## src/rtl/fbg_pkg.sv

```systemverilog
package fbg_pkg;
  localparam int SEL_W = 2;
  typedef enum logic [SEL_W-1:0] {
    SEL_DIV_LO = 2'd0,
    SEL_DIV_HI = 2'd1,
    SEL_FRAC   = 2'd2,
    SEL_CTRL   = 2'd3
  } cfg_sel_e;
  localparam int ACCESS_BIT = 7;
endpackage

```

## src/rtl/fbg_cfg_regs.sv

```systemverilog
module fbg_cfg_regs
  import fbg_pkg::*;
#(
  parameter int DIV_W  = 16,
  parameter int FRAC_W = 4
) (
  input  logic              clk,
  input  logic              rst_n,
  input  logic              we,
  input  logic [SEL_W-1:0]  sel,
  input  logic [7:0]        wdata,
  output logic              restart,
  output logic [DIV_W-1:0]  eff_div,
  output logic [FRAC_W-1:0] eff_add,
  output logic [FRAC_W-1:0] eff_mul
);
  localparam int HI_W = DIV_W - 8;

  logic [DIV_W-1:0]    div_q;
  logic [2*FRAC_W-1:0] frac_q;
  logic                access_q;
  cfg_sel_e            sel_e;
  logic                div_ok;

  assign sel_e  = cfg_sel_e'(sel);
  assign div_ok = we && access_q && (sel_e == SEL_DIV_LO || sel_e == SEL_DIV_HI);
  assign restart = div_ok || (we && sel_e == SEL_FRAC);

  always_ff @(posedge clk) begin
    if (!rst_n) begin
      div_q    <= DIV_W'(1);
      frac_q   <= {FRAC_W'(1), FRAC_W'(0)};
      access_q <= 1'b0;
    end else if (we) begin
      unique case (sel_e)
        SEL_DIV_LO: if (access_q) div_q[7:0] <= wdata;
        SEL_DIV_HI: if (access_q) div_q[DIV_W-1:8] <= wdata[HI_W-1:0];
        SEL_FRAC:   frac_q <= wdata[2*FRAC_W-1:0];
        SEL_CTRL:   access_q <= wdata[ACCESS_BIT];
        default: ;
      endcase
    end
  end

  logic [FRAC_W-1:0] raw_mul, raw_add;
  logic              bad_frac;
  logic [DIV_W-1:0]  base_div;

  always_comb begin
    raw_add  = frac_q[FRAC_W-1:0];
    raw_mul  = frac_q[2*FRAC_W-1:FRAC_W];
    bad_frac = (raw_mul == '0) || (raw_add >= raw_mul);
    eff_mul  = bad_frac ? FRAC_W'(1) : raw_mul;
    eff_add  = bad_frac ? '0 : raw_add;
    base_div = (div_q == '0) ? DIV_W'(1) : div_q;
    eff_div  = ((eff_add != '0) && (base_div < DIV_W'(2))) ? DIV_W'(2) : base_div;
  end

  // divisor bytes stay put while the access bit is clear
  p_div_locked_r8: assert property (@(posedge clk) disable iff (!rst_n)
    (we && !access_q && (sel_e == SEL_DIV_LO || sel_e == SEL_DIV_HI)) |=> $stable(div_q));
endmodule

```

## src/rtl/fbg_phase.sv

```systemverilog
module fbg_phase #(
  parameter int FRAC_W = 4
) (
  input  logic              clk,
  input  logic              rst_n,
  input  logic              clear,
  input  logic              step,
  input  logic [FRAC_W-1:0] add,
  input  logic [FRAC_W-1:0] mul,
  output logic              stretch
);
  localparam int SUM_W = FRAC_W + 1;

  logic [FRAC_W-1:0] acc_q;
  logic [SUM_W-1:0]  sum, wrapped;

  assign sum     = {1'b0, acc_q} + {1'b0, add};
  assign stretch = sum >= {1'b0, mul};
  assign wrapped = sum - {1'b0, mul};

  always_ff @(posedge clk) begin
    if (!rst_n || clear) acc_q <= '0;
    else if (step)       acc_q <= stretch ? wrapped[FRAC_W-1:0] : sum[FRAC_W-1:0];
  end

  // the phase residue is always below the denominator
  p_acc_below_mul_r4: assert property (@(posedge clk) disable iff (!rst_n)
    acc_q < mul);
endmodule

```

## src/rtl/fbg_tick_ctr.sv

```systemverilog
module fbg_tick_ctr #(
  parameter int DIV_W = 16
) (
  input  logic             clk,
  input  logic             rst_n,
  input  logic             restart,
  input  logic [DIV_W-1:0] eff_div,
  input  logic             stretch,
  output logic             step,
  output logic             tick
);
  localparam int CNT_W = DIV_W + 1;

  logic [CNT_W-1:0] cnt_q, len;
  logic             pend_q, tick_q;

  assign step = !restart && (pend_q || cnt_q == '0);
  assign len  = stretch ? {eff_div, 1'b0} : {1'b0, eff_div};
  assign tick = tick_q;

  always_ff @(posedge clk) begin
    if (!rst_n) begin
      pend_q <= 1'b1;
      cnt_q  <= '0;
      tick_q <= 1'b0;
    end else if (restart) begin
      pend_q <= 1'b1;
      cnt_q  <= '0;
      tick_q <= 1'b0;
    end else if (step) begin
      cnt_q  <= len - CNT_W'(1);
      tick_q <= !pend_q;
      pend_q <= 1'b0;
    end else begin
      cnt_q  <= cnt_q - CNT_W'(1);
      tick_q <= 1'b0;
    end
  end

  // a restart is always followed by a quiet cycle
  p_restart_quiet_r9: assert property (@(posedge clk) disable iff (!rst_n)
    restart |=> !tick_q);
  // ticks are one clock wide once the divisor is at least two
  p_tick_single_r10: assert property (@(posedge clk) disable iff (!rst_n)
    (tick_q && eff_div >= DIV_W'(2)) |=> !tick_q);
  // the interval counter never exceeds a doubled interval
  p_cnt_bound_r4: assert property (@(posedge clk) disable iff (!rst_n)
    cnt_q < {eff_div, 1'b0});
endmodule

```

## src/rtl/frac_baud_gen.sv

```systemverilog
module frac_baud_gen
  import fbg_pkg::*;
#(
  parameter int DIV_W  = 16,
  parameter int FRAC_W = 4
) (
  input  logic             clk,
  input  logic             rst_n,
  input  logic             cfg_we,
  input  logic [SEL_W-1:0] cfg_addr,
  input  logic [7:0]       cfg_wdata,
  output logic             baud_tick
);
  logic              restart, step, stretch;
  logic [DIV_W-1:0]  eff_div;
  logic [FRAC_W-1:0] eff_add, eff_mul;

  fbg_cfg_regs #(.DIV_W(DIV_W), .FRAC_W(FRAC_W)) u_regs (
    .clk(clk), .rst_n(rst_n), .we(cfg_we), .sel(cfg_addr), .wdata(cfg_wdata),
    .restart(restart), .eff_div(eff_div), .eff_add(eff_add), .eff_mul(eff_mul)
  );

  fbg_phase #(.FRAC_W(FRAC_W)) u_phase (
    .clk(clk), .rst_n(rst_n), .clear(restart), .step(step),
    .add(eff_add), .mul(eff_mul), .stretch(stretch)
  );

  fbg_tick_ctr #(.DIV_W(DIV_W)) u_ctr (
    .clk(clk), .rst_n(rst_n), .restart(restart), .eff_div(eff_div),
    .stretch(stretch), .step(step), .tick(baud_tick)
  );

  // no tick while reset is applied
  p_quiet_in_reset_r1: assert property (@(posedge clk)
    !rst_n |=> !baud_tick);
endmodule

```

## config.mk

```make
export PLATFORM = sky130hd
export DESIGN_NAME = frac_baud_gen
export DESIGN_NICKNAME = d
export VERILOG_FILES = /design/src/rtl/fbg_pkg.sv /design/src/rtl/fbg_cfg_regs.sv /design/src/rtl/fbg_phase.sv /design/src/rtl/fbg_tick_ctr.sv /design/src/rtl/frac_baud_gen.sv
export SDC_FILE = /design/constraint.sdc
export NUM_CORES = 1
export LEC_CHECK = 0
export BUFFER_PORTS_ARGS = -buffer_cell sky130_fd_sc_hd__clkbuf_2
export CAP_MARGIN = 20
export CELL_PAD_IN_SITES_DETAIL_PLACEMENT = 2
export CELL_PAD_IN_SITES_GLOBAL_PLACEMENT = 2
export CORE_ASPECT_RATIO = 0.8
export CORE_MARGIN = 2
export CORE_UTILIZATION = 30
export CTS_BUF_LIST = sky130_fd_sc_hd__clkbuf_8
export DETAILED_ROUTE_END_ITERATION = 10
export GPL_ROUTABILITY_DRIVEN = 0
export PLACE_DENSITY = 0.72
export SETUP_SLACK_MARGIN = 0.2
export SLEW_MARGIN = 0
export SYNTH_ARGS = -nofsm -noshare
export SYNTH_HDL_FRONTEND = slang
export SYNTH_SLANG_ARGS = --single-unit
export TNS_END_PERCENT = 5
```

## constraint.sdc

```tcl
create_clock -name clk -period 12.55 [get_ports clk]
set_input_delay 2.51 -clock clk [delete_from_list [all_inputs] [get_ports clk]]
set_output_delay 2.51 -clock clk [all_outputs]
set_load 0.005 [all_outputs]
```

Word level (Yosys, flattened, before mapping)
Cells that the tools add are included.
{"block": "word_totals", "ff_bits": 48}
{"block": "classes", "n_addsub": 4, "magnitude_cmp": 3, "eq_ne": 3, "mux": 7, "n_bitwise": 2, "n_reduce_logical": 24}
{"operator": "17-bit two-way mux", "n": 2}
{"operator": "17-bit by 1-bit subtractor with 17-bit output, second input constant", "n": 2}
{"operator": "16-bit two-way mux", "n": 2}
{"operator": "17-bit logical NOT", "n": 1}
{"operator": "16-bit logical NOT", "n": 1}
{"operator": "16-bit by 2-bit < comparator with 1-bit output, second input constant", "n": 1}
{"operator": "4-bit two-way mux", "n": 3}
{"operator": "3-bit AND reduction", "n": 2}
{"operator": "4-bit by 4-bit adder with 5-bit output", "n": 1}
{"operator": "5-bit by 4-bit >= comparator with 1-bit output", "n": 1}
{"operator": "1-bit logical AND", "n": 5}
{"operator": "1-bit logical OR", "n": 5}
{"operator": "2-bit == test, second input constant", "n": 2}
{"operator": "4-bit >= comparator", "n": 1}
{"operator": "4-bit logical NOT", "n": 1}
{"operator": "2-bit AND reduction", "n": 2}
{"operator": "4-bit nonzero test", "n": 1}
{"operator": "4-bit subtractor", "n": 1}
{"operator": "1-bit logical NOT", "n": 3}
{"operator": "3-bit OR reduction", "n": 1}
{"operator": "2-bit by 1-bit == test with 1-bit output, second input constant", "n": 1}
{"operator": "2-bit logical NOT", "n": 1}
{"operator": "1-bit NOT", "n": 2}
{"operator": "2-bit OR reduction", "n": 1}

Logic depth before layout (Yosys ltp)
Gate-level depths: netlist of run 1.
{"block": "logic_depth", "depth_word": 9, "depth_mapped": 25, "ltp_nobuf": 23}

Modules after synthesis
Synthesis of run 1 repeated with hierarchy kept, for this count alone.
{"block": "hier_totals", "hier_cells": 401, "area_unflattened_um2": 3176.8}
{"module": "fbg_tick_ctr", "instances": 1, "cells_each": 187, "area_per_inst_um2": 1432.6}
{"module": "fbg_cfg_regs", "instances": 1, "cells_each": 161, "area_per_inst_um2": 1260.0}
{"module": "fbg_phase", "instances": 1, "cells_each": 53, "area_per_inst_um2": 484.2}

Least setup slack after synthesis of run 1
No wires, ideal clock.
{"block": "synth_timing", "path_kind": "reg2reg", "startpoint": "reg u_regs.frac_q[0]", "endpoint": "reg u_ctr.cnt_q[6]", "arrival_ns": 5.143, "slack_ns": 7.337, "stages_incl_launch_ff": 26, "synth_period_minus_slack_ns": 5.213, "path_cell_list": "dfxtp_1 -> inv_1 -> ha_1 -> nand2b_1 -> a211oi_1 -> nor2_1 -> nor3_1 -> nand2_1 -> inv_1 -> ha_1 -> a21o_1 -> a21oi_1 -> xnor2_1 -> ha_1 -> or2_2 -> a211oi_1 -> clkbuf_1 -> buf_1 -> o21ai_0 -> o311ai_0 -> o21ai_0 -> ha_1 -> o211ai_4 -> nor3_1 -> or3_1 -> a21oi_1"}
{"block": "synth_via", "elab_chain_cells": 9, "elab_cells_between_ends": 12, "classes_between": "add/sub (2); order compare (2); mux (5); reduce/logical (3)"}
{"element": "start: declaration", "line": "fbg_cfg_regs.sv:20", "rtl": "logic [2*FRAC_W-1:0] frac_q;"}
{"element": "start signal: assignment", "line": "fbg_cfg_regs.sv:32", "rtl": "frac_q <= {FRAC_W'(1), FRAC_W'(0)};"}
{"element": "start signal: assignment", "line": "fbg_cfg_regs.sv:38", "rtl": "SEL_FRAC: frac_q <= wdata[2*FRAC_W-1:0];"}
{"element": "branches (longest 6 deep; another with 4-bit by 4-bit adder with 5-bit output)"}
{"element": "17-bit two-way mux (*)", "line": "fbg_tick_ctr.sv:18", "rtl": "assign len = stretch ? {eff_div, 1'b0} : {1'b0, eff_div};"}
{"element": "17-bit by 1-bit subtractor with 17-bit output (*)", "line": "fbg_tick_ctr.sv:31", "rtl": "cnt_q <= len - CNT_W'(1);"}
{"element": "17-bit two-way mux (*)", "line": "fbg_tick_ctr.sv:30", "rtl": "end else if (step) begin"}
{"element": "end signal: assignment", "line": "fbg_tick_ctr.sv:31"}
{"element": "end signal: assignment", "line": "fbg_tick_ctr.sv:35", "rtl": "cnt_q <= cnt_q - CNT_W'(1);"}
{"element": "end: declaration", "line": "fbg_tick_ctr.sv:14", "rtl": "logic [CNT_W-1:0] cnt_q, len;"}
Every way passes the cells marked *.
A chain may end at the register's enable or synchronous reset.

Worst setup path after layout of run 1
{"block": "layout_timing", "startpoint": "reg u_regs.frac_q[0]", "endpoint": "reg u_ctr.cnt_q[15]"}
The elaborated chain is that of the path after synthesis.

==> impl_metrics.csv, run 1 <==
group,metric,value,unit
pwr,p_sw_frac,0.471,
global_routing,grt_pass1_wl,17000,um
clocking,cts_hold_buffers,0,
synth,synth_xor_xnor_area_share,0.0391,
cells_and_area,syn_to_final_growth,9.34,%
worst_hold_path,hold_path_startpoint,"u_regs.frac_q[0]",
clocking,root_buffer,"clkbuf_8",
critical_path,r2r_slack,6.85,ns
floorplanning,die_h,95.4,um
clocking,post_cts_resized,0,
sta,maxClockFrequency,176,MHz
synth,ys_seq_elements,48,
sta,hold_slack,0.493,ns
status,status,"complete, no violations",
clocking,cts_buffers,5,
pwr,pwr-share-comb,0.571,
critical_path,crit_type,"register to register",
clocking,cts_tree,"yes",
global_routing,grt_pass1_vias,3139,
synth,synthMuxAreaShare,0.0128,
sta,setup_tns,0,ns
critical_path,worstSetupStartpointType,"register",
clocking,h-tree-depth,2,
placement,hpwl,7910,um
clocking,insertion_delay,0.31,ns
detailed_routing,wl_met2,4500,um
synth,synthAdderAreaFrac,0.0647,
pwr,clkPwrFrac,0.164,
placement,portBuffers,13,
worst_hold_path,holdPathEnd,"u_regs.frac_q[0]",
sta,rsz0062_at_grt,"false",
sta,maxSlewViolCount,0,
critical_path,crit_fanout,22,
floorplanning,rows,33,
floorplanning,dieArea,0.0113,mm2
synth,netlist_top_cells_count,"82 x nand2_1, 48 x dfxtp_1, 43 x nor2_1",
global_routing,overflow,0,
pwr,p_seq_frac,0.265,
synth,synth_top_area_share,0.307,
detailed_routing,ant_nets,0,
worst_hold_path,min_path_type,"register to register",
pwr,p_int,398,uW
cells_and_area,n_antenna_cell,0,
cells_and_area,final_cell_area,0.00343,mm2
critical_path,crit_required,12.76,ns
cells_and_area,drive_gt1_frac,0.125,
critical_path,rr_endpoint,"u_ctr.cnt_q[15]",
cells_and_area,final_nets,434,
synth,synth-compound-area-share,0.224,
synth,synth-simple-area-share,0.293,
clocking,path_clk_slew,0.09,ns
critical_path,worstPathArrival,5.91,ns
critical_path,r2r.worst_path.cells,18,
synth,synth.most_common_cell,"nand2_1",
synth,syn_inst,399,
global_routing,antenna_found_initial,0,
detailed_routing,routedWlPerCell,18.4,um
critical_path,endpoint_kind,"register",
detailed_routing,drc,0,
sta,relSlewSlack,0.321,
placement,placedInstanceArea,0.00331,mm2
pwr,irDropWorstVdd,0.0620,mV
detailed_routing,wl_met3,268,um
pwr,p_leak,0.00126,uW
sta,fin_crit_sh,0.454,
critical_path,reg2reg_from,"u_regs.frac_q[0]",
synth,synth.distinct_cells,61,
floorplanning,core_area,0.0102,mm2
sta,setup_viol,0,
synth,async_reset_ff_frac,0,
detailed_routing,routed_wl,10100,um
clocking,post_cts_buffers,0,
detailed_routing,wl_met1,5240,um
synth,ys_warn_count,0,
detailed_routing,viasPerCell,5.29,
worst_hold_path,hold_depth,2,
sta,min_period,5.70,ns
synth,ys_top_cells_by_area,"dfxtp_1 31%, nand2_1 9.8%, a21boi_0 5.3%, ha_1 5.2%, nor2_1 5.1%",
synth,ys_seq_area_frac,0.307,
pwr,power,751,uW
floorplanning,pin_count,14,
sta,tightest_slew,0.992,ns
detailed_routing,vias,2894,
global_routing,grt_usage,0.192,
synth,synth_nets,427,
sta,hold_viol_final,0,
sta,clock_skew,0.00550,ns
floorplanning,die_w,118,um
run,maxCapViolCount,0,
pwr,power_density,219,mW/mm2
synth,synthFlopType,"dfxtp_1",
synth,synth_area,0.00313,mm2
synth,syn_avg_cell_area,7.86,um2
floorplanning,start_util,0.307,
detailed_routing,dr.pass1.iters,5,
synth,synth_edf_count,0,
synth,synth_top_area_cell,"dfxtp_1",
detailed_routing,drt_iter0_drc,115,
detailed_routing,top_layer,"met4",
clocking,cts.sinks,48,
clocking,clock_path_buffers,2,
pwr,netSwitchingPower,354,uW
global_routing,grt_max_degree,41,
synth,synth_top_family_by_area,"simple AND/OR/NAND/NOR gates",
final cells by class:
class	instances	area (um2)
multi-input cells	313	2000
well taps	140	175
inverters	21	78.8
clock buffers	6	82.6
fillers	1204	6770
clock inverters	2	38.8
flip-flops and latches	48	961
repair buffers	17	95.1
stage by stage:
stage                     utilization  cells  worst slack (ns)
final                           0.336    547              6.85
after global routing            0.336    547              6.40
after CTS                       0.336    547              6.89
after detailed placement        0.324    539              6.90
after global placement          0.324    539              7.23
after floorplan                     -    399              7.34
cells by family after synthesis:
logic type,Yosys count
simple gates,190
compound gates,90
flops,48
buf+inv,38
fa+ha+maj,15
xor+xnor,14
mux,4
registers in the layout, summed over array words and instances (netlist names):
signal           flops
u_regs.frac_q        8
u_ctr.tick           1
u_ctr.pend_q         1
u_regs.access_q      1
u_phase.acc_q        4
u_ctr.cnt_q         17
u_regs.div_q        16
metal layers:
metal  GRT usage  up-vias
li1            -     1408
met1       0.270     1442
met2       0.310       37
met3      0.0287        7
met4      0.0452        0
met5           0        -
power by group through the flow:
stage | clock (uW) | combinational (uW) | sequential, uW
2_1_floorplan | 0 | 334 | 195
3_3_place_gp | 0 | 411 | 202
4_1_cts | 128 | 428 | 200
5_1_grt | 135 | 475 | 204
6_report | 123 | 429 | 199
3_5_place_dp | 0 | 424 | 203
worst max path at each step:
stage / start / endpoint / slack (ns)
finish: u_regs.frac_q[0] / u_ctr.cnt_q[15] / 6.85
global route: u_regs.frac_q[0] / u_ctr.cnt_q[13] / 6.40
CTS: u_regs.frac_q[0] / u_ctr.cnt_q[11] / 6.89
detailed placement: u_regs.frac_q[0] / u_ctr.cnt_q[11] / 6.90
global placement: u_regs.frac_q[0] / u_ctr.cnt_q[6] / 7.23
floorplan: u_regs.frac_q[0] / u_ctr.cnt_q[6] / 7.34
critical path, stage by stage, from the launching register on:
cell	delay (ns)
dfxtp_1	0.35
inv_1	0.07
ha_1	0.28
nand2b_1	0.14
a211oi_1	0.31
nor2_1	0.11
nor3_1	0.54
nand2_1	0.21
fa_1	0.47
xnor2_1	0.23
ha_1	0.32
a21oi_1	0.18
o21ai_2	0.13
a211o_1	0.65
o21ai_0	0.64
o211ai_2	0.30
nor3_1	0.31
a21oi_1	0.12
a31o_2	0.22
layout by cell type (no fill, tap or decap), types with 3 or more instances in the layout:
master | Yosys | layout
nand2b_1 | 3 | 3
nor2_1 | 43 | 43
a21o_1 | 3 | 3
a21oi_1 | 14 | 14
a21boi_0 | 22 | 22
ha_1 | 13 | 13
a2111oi_0 | 4 | 4
dfxtp_1 | 48 | 48
o21ai_0 | 7 | 7
nor4_1 | 7 | 7
nor4_2 | 4 | 4
nand2_1 | 82 | 82
inv_1 | 21 | 21
mux2i_1 | 4 | 4
buf_4 | 0 | 4
xnor2_1 | 12 | 12
nor3_1 | 15 | 15
and2_1 | 9 | 9
a31oi_1 | 13 | 13
a211oi_1 | 5 | 4
or3_1 | 5 | 5
nand3_1 | 4 | 4
nor2b_1 | 3 | 3
clkbuf_8 | 2 | 6
clkbuf_2 | 0 | 13
Power figures use the tool's default switching activity.
==> run 2: changes to the inputs <==
- clock period: 12.55 -> 5.9 ns (I/O delays scaled with it)
==> impl_metrics.csv, run 2 (same netlist as run 1, synthesis figures left out) <==
group,metric,value,unit
detailed_routing,viasPerCell,5.28,
placement,hpwl,7940,um
critical_path,rr_endpoint,"u_ctr.cnt_q[15]",
floorplanning,core_area,0.0102,mm2
clocking,cts_hold_buffers,0,
sta,relSlewSlack,0.326,
critical_path,worstSetupStartpointType,"register",
floorplanning,die_w,118,um
critical_path,reg2reg_from,"u_regs.frac_q[0]",
cells_and_area,reg.largest.list,"u_ctr.cnt_q x17, u_regs.div_q x16, u_regs.frac_q x8",
sta,hold_viol_final,0,
clocking,h-tree-depth,2,
worst_hold_path,hold_path_startpoint,"u_regs.frac_q[0]",
detailed_routing,routedWlPerCell,18.4,um
critical_path,r2r_slack,0.70,ns
global_routing,grt_max_degree,27,
clocking,post_cts_resized,0,
sta,final.setup.worst_slack,0.704,ns
sta,maxClockFrequency,192,MHz
pwr,power_density,463,mW/mm2
pwr,irDropWorstVdd,0.160,mV
clocking,cts_tree,"yes",
cells_and_area,fill_cells,1162,
cells_and_area,largest_reg_flops,17,
clocking,clock_path_buffers,2,
critical_path,crit_type,"register to register",
cells_and_area,drive_gt1_frac,0.134,
clocking,post_cts_buffers,0,
critical_path,crit_fanout,22,
cells_and_area,syn_to_final_growth,10.1,%
sta,rsz0062_at_grt,"false",
worst_hold_path,holdPathEnd,"u_regs.frac_q[0]",
global_routing,grt_usage,0.195,
run,maxCapViolCount,0,
cells_and_area,regArea,961,um2
worst_hold_path,min_path_type,"register to register",
global_routing,overflow,0,
clocking,root_buffer,"clkbuf_8",
sta,maxSlewViolCount,0,
detailed_routing,dr.pass1.iters,4,
critical_path,crit_required,6.12,ns
cells_and_area,final_nets,436,
critical_path,startpoint,"u_regs.frac_q[0]",
sta,min_period,5.20,ns
global_routing,antenna_found_initial,0,
cells_and_area,mostFrequentLayoutCells,"82 x nand2_1, 48 x dfxtp_1, 43 x nor2_1",
sta,fin_crit_sh,0.881,
detailed_routing,routed_wl,10100,um
floorplanning,pin_count,14,
placement,dpl_worst_slack,0.312,ns
critical_path,worstPathArrival,5.42,ns
sta,setup_tns,0,ns
clocking,cts.sinks,48,
detailed_routing,drc,0,
floorplanning,start_util,0.307,
clocking,path_clk_slew,0.10,ns
status,status,"complete, no violations",
global_routing,grt_pass1_wl,16900,um
clocking,cts_buffers,5,
detailed_routing,vias,2901,
floorplanning,die_h,95.4,um
floorplanning,rows,33,
detailed_routing,drt_iter0_drc,128,
sta,clock_skew,0.00775,ns
sta,setup_viol,0,
placement,portBuffers,13,
cells_and_area,largest-register,"u_ctr.cnt_q",
floorplanning,dieArea,0.0113,mm2
clocking,insertion_delay,0.32,ns
cells_and_area,final_common_cell,"nand2_1",
critical_path,endpoint_kind,"register",
cells_and_area,n_antenna_cell,0,
pwr,p_leak,0.00126,uW
detailed_routing,ant_nets,0,
sta,tightest_slew,0.985,ns
cells_and_area,multi_input_area,0.00201,mm2
critical_path,r2r.worst_path.cells,19,
worst_hold_path,hold_depth,2,
global_routing,grt_pass1_vias,3122,
run 2: cell types whose count changed in the layout (fill, tap and decap cells not counted):
cell,delta
a211o_1,-1
nor4_2,+1
clkinv_4,+1
clkbuf_8,-1
a211o_4,+1
clkbuf_2,+1
nor4_1,-1
buf_4,+1
run 2: layout make-up:
class | count | share of cell area
multi-input combinational | 313 | 0.583
clock inverter | 3 | 0.0138
tap | 140 | 0.0508
inverter | 21 | 0.0229
clock buffer | 5 | 0.0199
sequential | 48 | 0.279
timing repair buffer | 19 | 0.0312
run 2: critical path, stage by stage (launching register included):
cell	delay (ns)
dfxtp_1	0.36
inv_1	0.08
ha_1	0.30
nand2b_1	0.17
a211oi_1	0.34
nor2_1	0.14
nor4_2	0.21
ha_1	0.22
inv_1	0.06
fa_1	0.39
xnor2_1	0.23
ha_1	0.31
a21oi_1	0.18
o21ai_2	0.13
a211o_4	0.48
a2111oi_2	0.55
o22ai_2	0.26
nor3_1	0.33
a21oi_1	0.12
a31o_2	0.22
run 2: how the worst max path moves through the flow:
| stage | cells past startpoint | endpoint | slack (ns) |
|---|---|---|---|
| 2_1_floorplan | 25 | u_ctr.cnt_q[6] | 0.69 |
| 3_3_place_gp | 19 | u_ctr.cnt_q[13] | 0.81 |
| 3_5_place_dp | 19 | u_ctr.cnt_q[15] | 0.31 |
| 4_1_cts | 19 | u_ctr.cnt_q[15] | 0.29 |
| 5_1_grt | 23 | u_ctr.cnt_q[6] | 0.23 |
| 6_report | 19 | u_ctr.cnt_q[15] | 0.70 |
run 2: per-stage QoR:
step	total power (uW)	util	cell area, um2	cells	hold WS (ns)
final	1600	0.338	3450	549	0.498
after global routing	1730	0.338	3450	549	0.522
after CTS	1600	0.336	3430	548	0.508
after detailed placement	1330	0.325	3310	540	0.493
after global placement	1300	0.325	3310	540	0.470
after floorplan	1130	-	3130	399	0.446
run 2: power by group:
| part | switching, uW | internal, uW | total [uW] |
|---|---|---|---|
| Combinational | 574 | 338 | 912 |
| Clock | 133 | 128 | 262 |
| Sequential | 44.6 | 380 | 425 |
| Total | 752 | 846 | 1600 |
run 2: per-layer routing:
layer | vias to the layer above | global-route usage | part of all wire | routed length [um]
met2 | 40 | 0.331 | 0.45 | 4580
met4 | 0 | 0.0442 | 0.0090 | 91
met5 | - | 0 | 0 | 0
met3 | 9 | 0.0299 | 0.030 | 301
met1 | 1439 | 0.263 | 0.51 | 5120
li1 | 1413 | - | - | -
==> run 3: changes to the inputs <==
- CORE_ASPECT_RATIO: 0.8 -> 0.7
==> impl_metrics.csv, run 3 (same netlist as run 1, synthesis figures left out) <==
group,metric,value,unit
placement,hpwl,8000,um
sta,setup_viol,0,
detailed_routing,drc,0,
pwr,p_leak,0.00127,uW
floorplanning,die_w,126,um
cells_and_area,mostFrequentLayoutCells,"82 x nand2_1, 48 x dfxtp_1, 43 x nor2_1",
critical_path,crit_fanout,22,
sta,setup_tns,0,ns
sta,min_period,5.31,ns
clocking,cts_hold_buffers,0,
detailed_routing,viasPerCell,5.25,
detailed_routing,drt_iter0_drc,114,
pwr,pwr-share-comb,0.577,
floorplanning,core_area,0.0102,mm2
detailed_routing,wl_met3,211,um
floorplanning,rows,31,
worst_hold_path,hold_depth,2,
clocking,post_cts_resized,0,
pwr,p_sw_frac,0.473,
cells_and_area,final_nets,436,
pwr,netSwitchingPower,761,uW
clocking,clock_path_buffers,2,
global_routing,grt_pass1_wl,16900,um
worst_hold_path,min_path_type,"register to register",
cells_and_area,final_cell_area,0.00344,mm2
detailed_routing,dr.pass1.iters,4,
critical_path,startpoint,"u_regs.frac_q[0]",
critical_path,r2r.worst_path.cells,21,
pwr,p_int,847,uW
run,maxCapViolCount,0,
global_routing,antenna_found_initial,0,
placement,placedInstanceArea,0.00331,mm2
sta,maxClockFrequency,188,MHz
detailed_routing,vias,2840,
clocking,root_buffer,"clkbuf_8",
sta,rsz0062_at_grt,"true",
detailed_routing,routed_wl,10100,um
detailed_routing,top_layer,"met4",
pwr,p_seq_frac,0.264,
critical_path,crit_chain,"inv_1, ha_1, nand2b_1, a211oi_1, nor2_1, nor4_1, ha_1, inv_1, fa_1, xnor2_1, ha_1, a21oi_1, o21ai_2, a211o_2, nor4_1, a21oi_1, ha_1, o211ai_4, nor3_1, or3_1, a21oi_1",
clocking,cts_buffers,5,
sta,relSlewSlack,0.345,
clocking,path_clk_slew,0.10,ns
clocking,cts_tree,"yes",
worst_hold_path,holdPathEnd,"u_regs.frac_q[0]",
placement,portBuffers,13,
cells_and_area,reg.largest.list,"u_ctr.cnt_q x17, u_regs.div_q x16, u_regs.frac_q x8",
cells_and_area,largest_reg_flops,17,
critical_path,rr_endpoint,"u_ctr.cnt_q[6]",
worst_hold_path,hold_path_startpoint,"u_regs.frac_q[0]",
sta,hold_viol_final,0,
critical_path,worstPathArrival,5.55,ns
critical_path,worstSetupStartpointType,"register",
status,status,"complete, no violations",
clocking,cts.sinks,48,
detailed_routing,routedWlPerCell,18.7,um
pwr,irDropWorstVdd,0.159,mV
sta,clock_skew,0.00693,ns
critical_path,reg2reg_from,"u_regs.frac_q[0]",
sta,maxSlewViolCount,0,
floorplanning,pin_count,14,
critical_path,crit_required,6.14,ns
sta,tightest_slew,0.975,ns
critical_path,r2r_slack,0.59,ns
cells_and_area,syn_to_final_growth,9.82,%
global_routing,grt_usage,0.194,
clocking,post_cts_buffers,0,
floorplanning,die_h,89.5,um
cells_and_area,final_common_cell,"nand2_1",
clocking,h-tree-depth,2,
detailed_routing,wl_met1,5270,um
floorplanning,dieArea,0.0113,mm2
critical_path,endpoint_kind,"register",
critical_path,slowest_delay,0.55,ns
global_routing,grt_pass1_vias,3076,
detailed_routing,ant_nets,0,
detailed_routing,wl_met2,4550,um
critical_path,slowest_stage,"a211o_2",
pwr,clkPwrFrac,0.160,
cells_and_area,drive_gt1_frac,0.134,
critical_path,cp_common_cell,"ha_1",
global_routing,grt_max_degree,27,
floorplanning,start_util,0.306,
pwr,power_density,467,mW/mm2
critical_path,crit_type,"register to register",
clocking,insertion_delay,0.32,ns
cells_and_area,largest-register,"u_ctr.cnt_q",
sta,fin_crit_sh,0.900,
global_routing,overflow,0,
cells_and_area,n_antenna_cell,0,
cells_and_area,fin_util,0.336,
==> run 3: changes by cell type in the layout (fill, tap and decap cells not counted) <==
| cell | before | now |
|---|---|---|
| clkbuf_2 | 14 | 13 |
| buf_4 | 5 | 6 |
| a211oi_2 | 1 | 0 |
| a211o_2 | 0 | 1 |
| a211oi_4 | 0 | 1 |
| a211o_4 | 1 | 0 |
==> run 3: through the flow <==
stage          total power (uW)  std cells  setup WS (ns)  hold WS [ns]
6_report                   1610        541          0.592         0.509
5_1_grt                    1740        541          0.125         0.563
4_1_cts                    1600        541          0.460         0.505
3_5_place_dp               1330        533          0.554         0.490
3_3_place_gp               1290        533          0.725         0.482
2_1_floorplan              1130        399          0.687         0.446
==> run 3: final cells by class <==
type	count	area, um2
Sequential cell	48	961
Timing Repair Buffer	19	110
Inverter	21	78.8
Fill cell	1244	6800
Clock buffer	5	68.8
Tap cell	132	165
Multi-Input combinational cell	313	2010
Clock inverter	3	47.5
==> run 3: worst max path at each step <==
stage                 endpoint  slack, ns  cells after the start
2_1_floorplan   u_ctr.cnt_q[6]       0.69                     25
3_3_place_gp   u_ctr.cnt_q[13]       0.73                     21
3_5_place_dp   u_ctr.cnt_q[13]       0.55                     19
4_1_cts         u_ctr.cnt_q[8]       0.46                     22
5_1_grt        u_ctr.cnt_q[10]       0.12                     22
6_report        u_ctr.cnt_q[6]       0.59                     21
==> run 3: power groups by stage <==
stage               logic [uW]  registers, uW  clock network [uW]
floorplan                  711            415                   0
global placement           860            430                   0
detailed placement         899            431                   0
CTS                        906            425                 266
global route              1030            433                 280
finish                     927            424                 257
==> run 3: critical path: cells and delay by family (launching register included) <==
| family | cells | cell delay (ns) |
|---|---|---|
| AO/OA/AOI/OAI | 7 | 1.66 |
| adder cells (fa/ha/maj) | 5 | 1.46 |
| AND/OR/NAND/NOR | 6 | 1.36 |
| flip-flops | 1 | 0.36 |
| XOR/XNOR | 1 | 0.24 |
| buffers and inverters | 2 | 0.12 |
==> run 3: metal layers <==
layer,up-vias,GRT usage
met3,8,0.0305
met2,26,0.326
met1,1395,0.269
met4,0,0.0360
li1,1411,-
met5,-,0
